## src/rtl/potctl_pkg.sv

```systemverilog
package potctl_pkg;
  typedef enum logic [1:0] {
    OP_READ   = 2'b00,
    OP_WRITE  = 2'b01,
    OP_STORE  = 2'b10,
    OP_RECALL = 2'b11
  } op_e;

  typedef enum logic [1:0] {
    ST_ADDR,
    ST_CMD,
    ST_DATA,
    ST_SKIP
  } frame_st_e;
endpackage

```

## src/rtl/potctl_sync.sv

```systemverilog
module potctl_sync #(
  parameter int W = 1,
  parameter logic [W-1:0] RST_VAL = '0
) (
  input  logic         clk,
  input  logic         rst,
  input  logic [W-1:0] d,
  output logic [W-1:0] q
);
  logic [W-1:0] meta;

  always_ff @(posedge clk) begin
    if (rst) begin
      meta <= RST_VAL;
      q    <= RST_VAL;
    end else begin
      meta <= d;
      q    <= meta;
    end
  end
endmodule

```

## src/rtl/potctl_frame.sv

```systemverilog
module potctl_frame
  import potctl_pkg::*;
#(
  parameter int W = 8,
  parameter int CHANNELS = 2,
  parameter logic [3:0] DEV_ID = 4'b0101
) (
  input  logic                          clk,
  input  logic                          rst,
  input  logic                          cs_s,
  input  logic                          sck_s,
  input  logic                          sdi_s,
  input  logic                          hold_s,
  input  logic                          wp_s,
  input  logic [1:0]                    strap,
  input  logic [CHANNELS*W-1:0]         wiper_flat,
  output logic                          wr_stb,
  output logic                          st_stb,
  output logic                          rc_stb,
  output logic [$clog2(CHANNELS)-1:0]   chan,
  output logic [W-1:0]                  wr_data,
  output logic                          sdo,
  output logic                          sdo_oe
);
  localparam int CW    = $clog2(CHANNELS);
  localparam int CNT_W = $clog2(W);

  logic          cs_q, sck_q, armed, paused;
  logic          cs_fall, sck_rise, sck_fall, live;
  frame_st_e     state;
  op_e           op_q, op_in;
  logic [CNT_W-1:0] cnt;
  logic [W-1:0]  sh, tx, byte_in, rd_word;
  logic [CW-1:0] byte_ch;

  always_comb begin
    cs_fall  = cs_q & ~cs_s;
    sck_rise = sck_s & ~sck_q;
    sck_fall = ~sck_s & sck_q;
    live     = armed & ~cs_s & ~paused;
    byte_in  = {sh[W-2:0], sdi_s};
    byte_ch  = byte_in[W-3 -: CW];
    op_in    = op_e'(byte_in[W-1 -: 2]);
    rd_word  = '0;
    for (int c = 0; c < CHANNELS; c++) begin
      if (byte_ch == CW'(c)) rd_word = wiper_flat[c*W +: W];
    end
  end

  // Edge history, lock and pause tracking
  always_ff @(posedge clk) begin
    if (rst) begin
      cs_q   <= 1'b0;
      sck_q  <= 1'b0;
      armed  <= 1'b0;
      paused <= 1'b0;
    end else begin
      cs_q  <= cs_s;
      sck_q <= sck_s;
      if (cs_fall) armed <= 1'b1;
      if (cs_s) paused <= 1'b0;
      else if (!sck_s) paused <= ~hold_s;
    end
  end

  // Frame sequencer
  always_ff @(posedge clk) begin
    if (rst) begin
      state   <= ST_ADDR;
      op_q    <= OP_READ;
      cnt     <= '0;
      sh      <= '0;
      tx      <= '0;
      sdo     <= 1'b0;
      sdo_oe  <= 1'b0;
      wr_stb  <= 1'b0;
      st_stb  <= 1'b0;
      rc_stb  <= 1'b0;
      chan    <= '0;
      wr_data <= '0;
    end else begin
      wr_stb <= 1'b0;
      st_stb <= 1'b0;
      rc_stb <= 1'b0;
      sdo_oe <= armed & ~cs_s;
      if (cs_s) begin
        state <= ST_ADDR;
        cnt   <= '0;
        sdo   <= 1'b0;
      end else if (live) begin
        if (sck_rise) begin
          sh <= byte_in;
          if (cnt == CNT_W'(W-1)) begin
            cnt <= '0;
            case (state)
              ST_ADDR: begin
                if (byte_in[W-1 -: 4] == DEV_ID && byte_in[W-5 -: 2] == strap)
                  state <= ST_CMD;
                else
                  state <= ST_SKIP;
              end
              ST_CMD: begin
                op_q <= op_in;
                chan <= byte_ch;
                case (op_in)
                  OP_READ: begin
                    tx    <= rd_word;
                    state <= ST_DATA;
                  end
                  OP_WRITE: state <= ST_DATA;
                  OP_STORE: begin
                    st_stb <= wp_s;
                    state  <= ST_SKIP;
                  end
                  default: begin
                    rc_stb <= 1'b1;
                    state  <= ST_SKIP;
                  end
                endcase
              end
              ST_DATA: begin
                if (op_q == OP_WRITE) begin
                  wr_stb  <= 1'b1;
                  wr_data <= byte_in;
                end
                state <= ST_SKIP;
              end
              default: state <= ST_SKIP;
            endcase
          end else begin
            cnt <= cnt + 1'b1;
          end
        end else if (sck_fall && state == ST_DATA && op_q == OP_READ) begin
          sdo <= tx[W-1];
          tx  <= {tx[W-2:0], 1'b0};
        end
      end
    end
  end
endmodule

```

## src/rtl/potctl_wipers.sv

```systemverilog
module potctl_wipers #(
  parameter int W = 8,
  parameter int CHANNELS = 2,
  parameter logic [W-1:0] NV_INIT = 8'h80
) (
  input  logic                        clk,
  input  logic                        rst,
  input  logic                        wr_stb,
  input  logic                        st_stb,
  input  logic                        rc_stb,
  input  logic [$clog2(CHANNELS)-1:0] chan,
  input  logic [W-1:0]                wr_data,
  output logic [CHANNELS*W-1:0]       wiper_flat,
  output logic                        nv_commit,
  output logic [$clog2(CHANNELS)-1:0] nv_commit_ch
);
  localparam int CW = $clog2(CHANNELS);

  logic [W-1:0] nv_mem [CHANNELS] = '{default: NV_INIT};
  logic [W-1:0] store_word;

  always_comb begin
    store_word = '0;
    for (int c = 0; c < CHANNELS; c++) begin
      if (chan == CW'(c)) store_word = wiper_flat[c*W +: W];
    end
  end

  // Shadow storage, single write port, not cleared by reset
  always_ff @(posedge clk) begin
    if (st_stb) nv_mem[chan] <= store_word;
  end

  always_ff @(posedge clk) begin
    if (rst) begin
      nv_commit    <= 1'b0;
      nv_commit_ch <= '0;
    end else begin
      nv_commit    <= st_stb;
      nv_commit_ch <= st_stb ? chan : nv_commit_ch;
    end
  end

  for (genvar c = 0; c < CHANNELS; c++) begin : g_chan
    logic [W-1:0] w_q;
    always_ff @(posedge clk) begin
      if (rst) w_q <= nv_mem[c];
      else if (wr_stb && chan == CW'(c)) w_q <= wr_data;
      else if (rc_stb && chan == CW'(c)) w_q <= nv_mem[c];
    end
    assign wiper_flat[c*W +: W] = w_q;
  end
endmodule

```

## src/rtl/potctl_tapdec.sv

```systemverilog
module potctl_tapdec #(
  parameter int W = 8,
  localparam int TAPS = 1 << W
) (
  input  logic            clk,
  input  logic [W-1:0]    wiper,
  output logic [TAPS-1:0] tap
);
  always_ff @(posedge clk) begin
    for (int t = 0; t < TAPS; t++) begin
      tap[t] <= (wiper == W'(t));
    end
  end
endmodule

```

## src/rtl/potctl_spi_wiper.sv

```systemverilog
module potctl_spi_wiper #(
  parameter int W = 8,
  parameter int CHANNELS = 2,
  parameter logic [3:0] DEV_ID = 4'b0101,
  parameter logic [W-1:0] NV_INIT = 8'h80
) (
  input  logic                            clk,
  input  logic                            rst,
  input  logic                            cs_n,
  input  logic                            sck,
  input  logic                            sdi,
  input  logic                            hold_n,
  input  logic                            wp_n,
  input  logic [1:0]                      strap,
  output logic                            sdo,
  output logic                            sdo_oe,
  output logic [CHANNELS*W-1:0]           wiper_val,
  output logic [CHANNELS*(1<<W)-1:0]      tap_sel,
  output logic                            nv_commit,
  output logic [$clog2(CHANNELS)-1:0]     nv_commit_ch
);
  localparam int TAPS = 1 << W;
  localparam int CW   = $clog2(CHANNELS);

  logic cs_s, sck_s, sdi_s, hold_s, wp_s;
  logic wr_stb, st_stb, rc_stb;
  logic [CW-1:0] chan;
  logic [W-1:0]  wr_data;

  potctl_sync #(.W(5), .RST_VAL(5'b00011)) u_sync (
    .clk (clk),
    .rst (rst),
    .d   ({cs_n, sck, sdi, hold_n, wp_n}),
    .q   ({cs_s, sck_s, sdi_s, hold_s, wp_s})
  );

  potctl_frame #(.W(W), .CHANNELS(CHANNELS), .DEV_ID(DEV_ID)) u_frame (
    .clk        (clk),
    .rst        (rst),
    .cs_s       (cs_s),
    .sck_s      (sck_s),
    .sdi_s      (sdi_s),
    .hold_s     (hold_s),
    .wp_s       (wp_s),
    .strap      (strap),
    .wiper_flat (wiper_val),
    .wr_stb     (wr_stb),
    .st_stb     (st_stb),
    .rc_stb     (rc_stb),
    .chan       (chan),
    .wr_data    (wr_data),
    .sdo        (sdo),
    .sdo_oe     (sdo_oe)
  );

  potctl_wipers #(.W(W), .CHANNELS(CHANNELS), .NV_INIT(NV_INIT)) u_wipers (
    .clk          (clk),
    .rst          (rst),
    .wr_stb       (wr_stb),
    .st_stb       (st_stb),
    .rc_stb       (rc_stb),
    .chan         (chan),
    .wr_data      (wr_data),
    .wiper_flat   (wiper_val),
    .nv_commit    (nv_commit),
    .nv_commit_ch (nv_commit_ch)
  );

  for (genvar c = 0; c < CHANNELS; c++) begin : g_dec
    potctl_tapdec #(.W(W)) u_dec (
      .clk   (clk),
      .wiper (wiper_val[c*W +: W]),
      .tap   (tap_sel[c*TAPS +: TAPS])
    );
  end
endmodule

```

## config.mk

```make
export PLATFORM = sky130hd
export DESIGN_NAME = potctl_spi_wiper
export DESIGN_NICKNAME = d
export VERILOG_FILES = /design/src/rtl/potctl_pkg.sv /design/src/rtl/potctl_sync.sv /design/src/rtl/potctl_frame.sv /design/src/rtl/potctl_wipers.sv /design/src/rtl/potctl_tapdec.sv /design/src/rtl/potctl_spi_wiper.sv
export SDC_FILE = /design/constraint.sdc
export NUM_CORES = 1
export LEC_CHECK = 0
export BUFFER_PORTS_ARGS = -buffer_cell sky130_fd_sc_hd__buf_2
export CORE_AREA = 2 2 209 211
export CTS_BUF_LIST = sky130_fd_sc_hd__clkbuf_8
export DETAILED_ROUTE_END_ITERATION = 8
export DIE_AREA = 0 0 211 213
export PLACE_DENSITY_LB_ADDON = 0.12
export SLEW_MARGIN = 20
export SYNTH_ARGS = -nofsm -noshare
export SYNTH_HDL_FRONTEND = slang
export SYNTH_SLANG_ARGS = --single-unit
```

## constraint.sdc

```tcl
create_clock -name clk -period 3.6 [get_ports clk]
set_input_delay 0.18 -clock clk [delete_from_list [all_inputs] [get_ports clk]]
set_output_delay 0.18 -clock clk [all_outputs]
set_load 0.02 [all_outputs]
```

==> results.md <==
* Status: completed
* Final critical-path share of the clock period at 57.13%
* Site Rows at 76
* Worst Setup Path Type: flop to flop
* Core area at about 43000 µm²
* FFs w/ async S/R, synth at 0%
* CTS root buffer: clkbuf_8
* RSZ-0062 raised after global routing: false
* Routability cong. at 0.8205
* Met2 Wirelength at 27590 µm
* Synthesis Warnings at 0
* Synth Flop Type: dfxtp_1
* Num CTS Buffers at 92
* TritonCTS Sinks at roughly 600
* DP Cell Count at between 2000 and 2500
* Pwr Density at 590.5 nW/µm²
* Clock Skews at 0.04211 ns
* TritonCTS clock tree: yes
* Vias in the first global route at roughly 12000
* Wire length on met3 at 3843 µm
* Slew headroom at 34.38%
* Worst Hold Class: primary input to flop
* CP max FO at 16
* Startpoint Class: flop
* Post-CTS Setup Bufs at 0
* Clock Latency Late Sink at ~0.7 ns
* Register-to-Register Setup Slack at about 1.5 ns
* Residual DRC at 0
* Final min period at 2.057 ns
* Post-synth top area cell: dfxtp_1
* Drt initial violations at approximately 730
* Slew @ Worst Pin at 0.9815 ns
* Max-cap violations at 0
* Pre-antenna DRT Iters at 5
* Avg Inst Size Synth at 11.00 µm²
* Die area at 44940 µm²
* Total Power at 12.57 mW
* Overall routing resource usage at between 20% and 30%
* Top cell type's share of synthesized area at approximately 69%
* Cell area after layout at 21290 µm²
* Drt wl/cell at between 20 and 25 µm
* Worst-path clk slew at 0.06 ns
* IO Count at about 540
* Crit path required time at 4.17 ns
* Area delta synth->final at 30.59%
* Max Freq at 486.2 MHz
* Critical path arrival at 2.62 ns
* IO buf count at 540
* DR vias/cell at between 4 and 5
* Setup TNS at 0 ns
* First-pass GRT wire length at 79110 µm
* Antenna-violating nets left at 0
* Clock Tree Buf Depth at 3
* Gr ovfl total at 0
* Largest net degree at the start of global routing at 57
* Nets at 2042
* Hold_sp: rst
* R2R depth at 2
* Pins Over Slew Limit at 0
* Reg-to-Reg End: g_dec[1].u_dec.tap[63]
* Register Area at 12250 µm²
* Commonest cells in the synthesized netlist: dfxtp_1, nor2_1, clkbuf_1, nand2_1, edfxtp_1
* Multi-input gate area at 3660 µm²
* Share of cells above drive strength 1 at 33.81%
* Cells after Synth at 1482
* Hold depth at 2
* Met1 wire length at 22680 µm
* Worst Setup End Kind: flop
* Filler cells at about 4000
* Ant. Diodes at 0
* Vias post-DR at about 12000
* #FFs+latches synth at 596
* Ranking of synthesized cells by area: dfxtp_1, nor2_1, edfxtp_1
* Crit Reg-Reg Startpoint: u_wipers.g_chan[1].w_q[1]
* Syn Nets at 1493
* Die extent in y at between 200 and 250 µm
* Post-DP HPWL at between 40000 and 50000 µm
* Leakage at 9.760 nW
* Final setup violation count at 0
* Post-synth EDFFs at 32
* Final Non-Filler Cells at 2649
* Final Hold Fails at 0
* Top sig layer: met4
* Placed Area at a little under 20000 µm²
* Final hold slack at 0.1161 ns
* Initial antenna violation count at 0
* VDD IR max at 0.4271 mV
* Distinct cells, synth at 39
* H-tree depth at 3
* Die Span X at 211 µm
* Initial Utilization at 38.18%
* Worst hold endpoint: u_frame.op_q[0]
* Most common cell in the synthesized netlist: dfxtp_1
* Post-Syn Area at roughly 16000 µm²
* Seq/Total Area, Yosys at 75.16%
* Drt total wl at 56170 µm
-- area by class of cell --
| class | instances | share of cell area [%] |
|---|---|---|
| Sequential cell | 596 | 57.55 |
| Multi-Input combinational cell | 789 | 17.19 |
| Timing Repair Buffer | 548 | 13.06 |
| Clock buffer | 110 | 7.111 |
| Tap cell | 546 | 3.209 |
| Clock inverter | 56 | 1.810 |
| Inverter | 4 | 0.07053 |
-- worst max-delay path, stage by stage, from the launching register on --
cell      delay [ns]
edfxtp_1        0.67
nand4_1         0.85
nor2_1          0.42
-- through the flow --
step / util (%) / worst slack, ns
after global placement: 45.25 / 1.602
after floorplan: - / 2.102
final: 49.86 / 1.543
after detailed placement: 45.25 / 1.553
after global routing: 49.86 / 1.393
after CTS: 49.86 / 1.511
-- timing repair --
action / in CTS / in global routing
hold buffers: 7 / 0
resized for setup: 0 / 0
hold endpoints to repair: 6 / 0
-- routing by layer --
metal / vias up / track usage, %
met3: 91 / 6.869
met5: - / 0
met1: 5770 / 28.35
met4: 0 / 11.32
li1: 5746 / -
met2: 442 / 40.88
-- placed cells by master (no fill, tap or decap), types with 4 or more instances in the layout --
master / instances
dlygate4sd3_1: 7
buf_2: 540
clkinv_2: 9
nand2b_1: 18
nand3_1: 26
or2_2: 5
nor2b_1: 24
clkbuf_8: 110
o2111ai_1: 7
dfxtp_1: 564
a21oi_1: 22
nor3b_2: 4
mux2_2: 25
mux2i_1: 19
nand2_1: 64
nor2_1: 536
bufinv_16: 4
inv_1: 40
edfxtp_1: 32
nand4_1: 6
o21ai_0: 9
-- flip-flops by register name (all words and copies together), names as in the netlist, 2 cells and up --
register             cells
g_dec.u_dec.tap        512
u_wipers.g_chan.w_q     16
u_wipers.nv_mem         16
u_frame.tx               8
u_frame.wr_data          8
u_frame.sh               7
u_sync.meta              5
u_sync.q                 5
u_frame.cnt              3
u_frame.op_q             2
u_frame.state            2
-- power breakdown --
group	internal [mW]	switching [mW]	leakage [nW]
Combinational	0.0404	0.127	3.80
Sequential	6.67	0.0204	4.85
Clock	3.08	2.63	1.11
Total	9.80	2.78	9.76
-- how the worst max path moves through the flow --
stage | end | from | cells after the start | slack [ns]
6_report | g_dec[1].u_dec.tap[63] | u_wipers.g_chan[1].w_q[1] | 2 | 1.54
3_3_place_gp | g_dec[1].u_dec.tap[63] | u_wipers.g_chan[1].w_q[1] | 2 | 1.60
2_1_floorplan | u_wipers.g_chan[0].w_q[0] | u_frame.chan | 3 | 2.10
5_1_grt | g_dec[1].u_dec.tap[189] | u_wipers.g_chan[1].w_q[0] | 3 | 1.39
4_1_cts | g_dec[1].u_dec.tap[63] | u_wipers.g_chan[1].w_q[1] | 2 | 1.51
3_5_place_dp | g_dec[1].u_dec.tap[158] | u_wipers.g_chan[1].w_q[1] | 3 | 1.55
-- logic make-up (layout without fill, tap and decap cells) --
group,count (synthesis),in the layout,synth area share [%]
simple gates,695,695,17.57
flops,596,596,75.16
buf+inv,97,718,2.395
compound gates,46,46,1.727
mux,44,44,2.894
fa+ha+maj,2,2,0.1535
xor+xnor,2,2,0.1075
No activity file was read; power rests on OpenSTA's default activity.
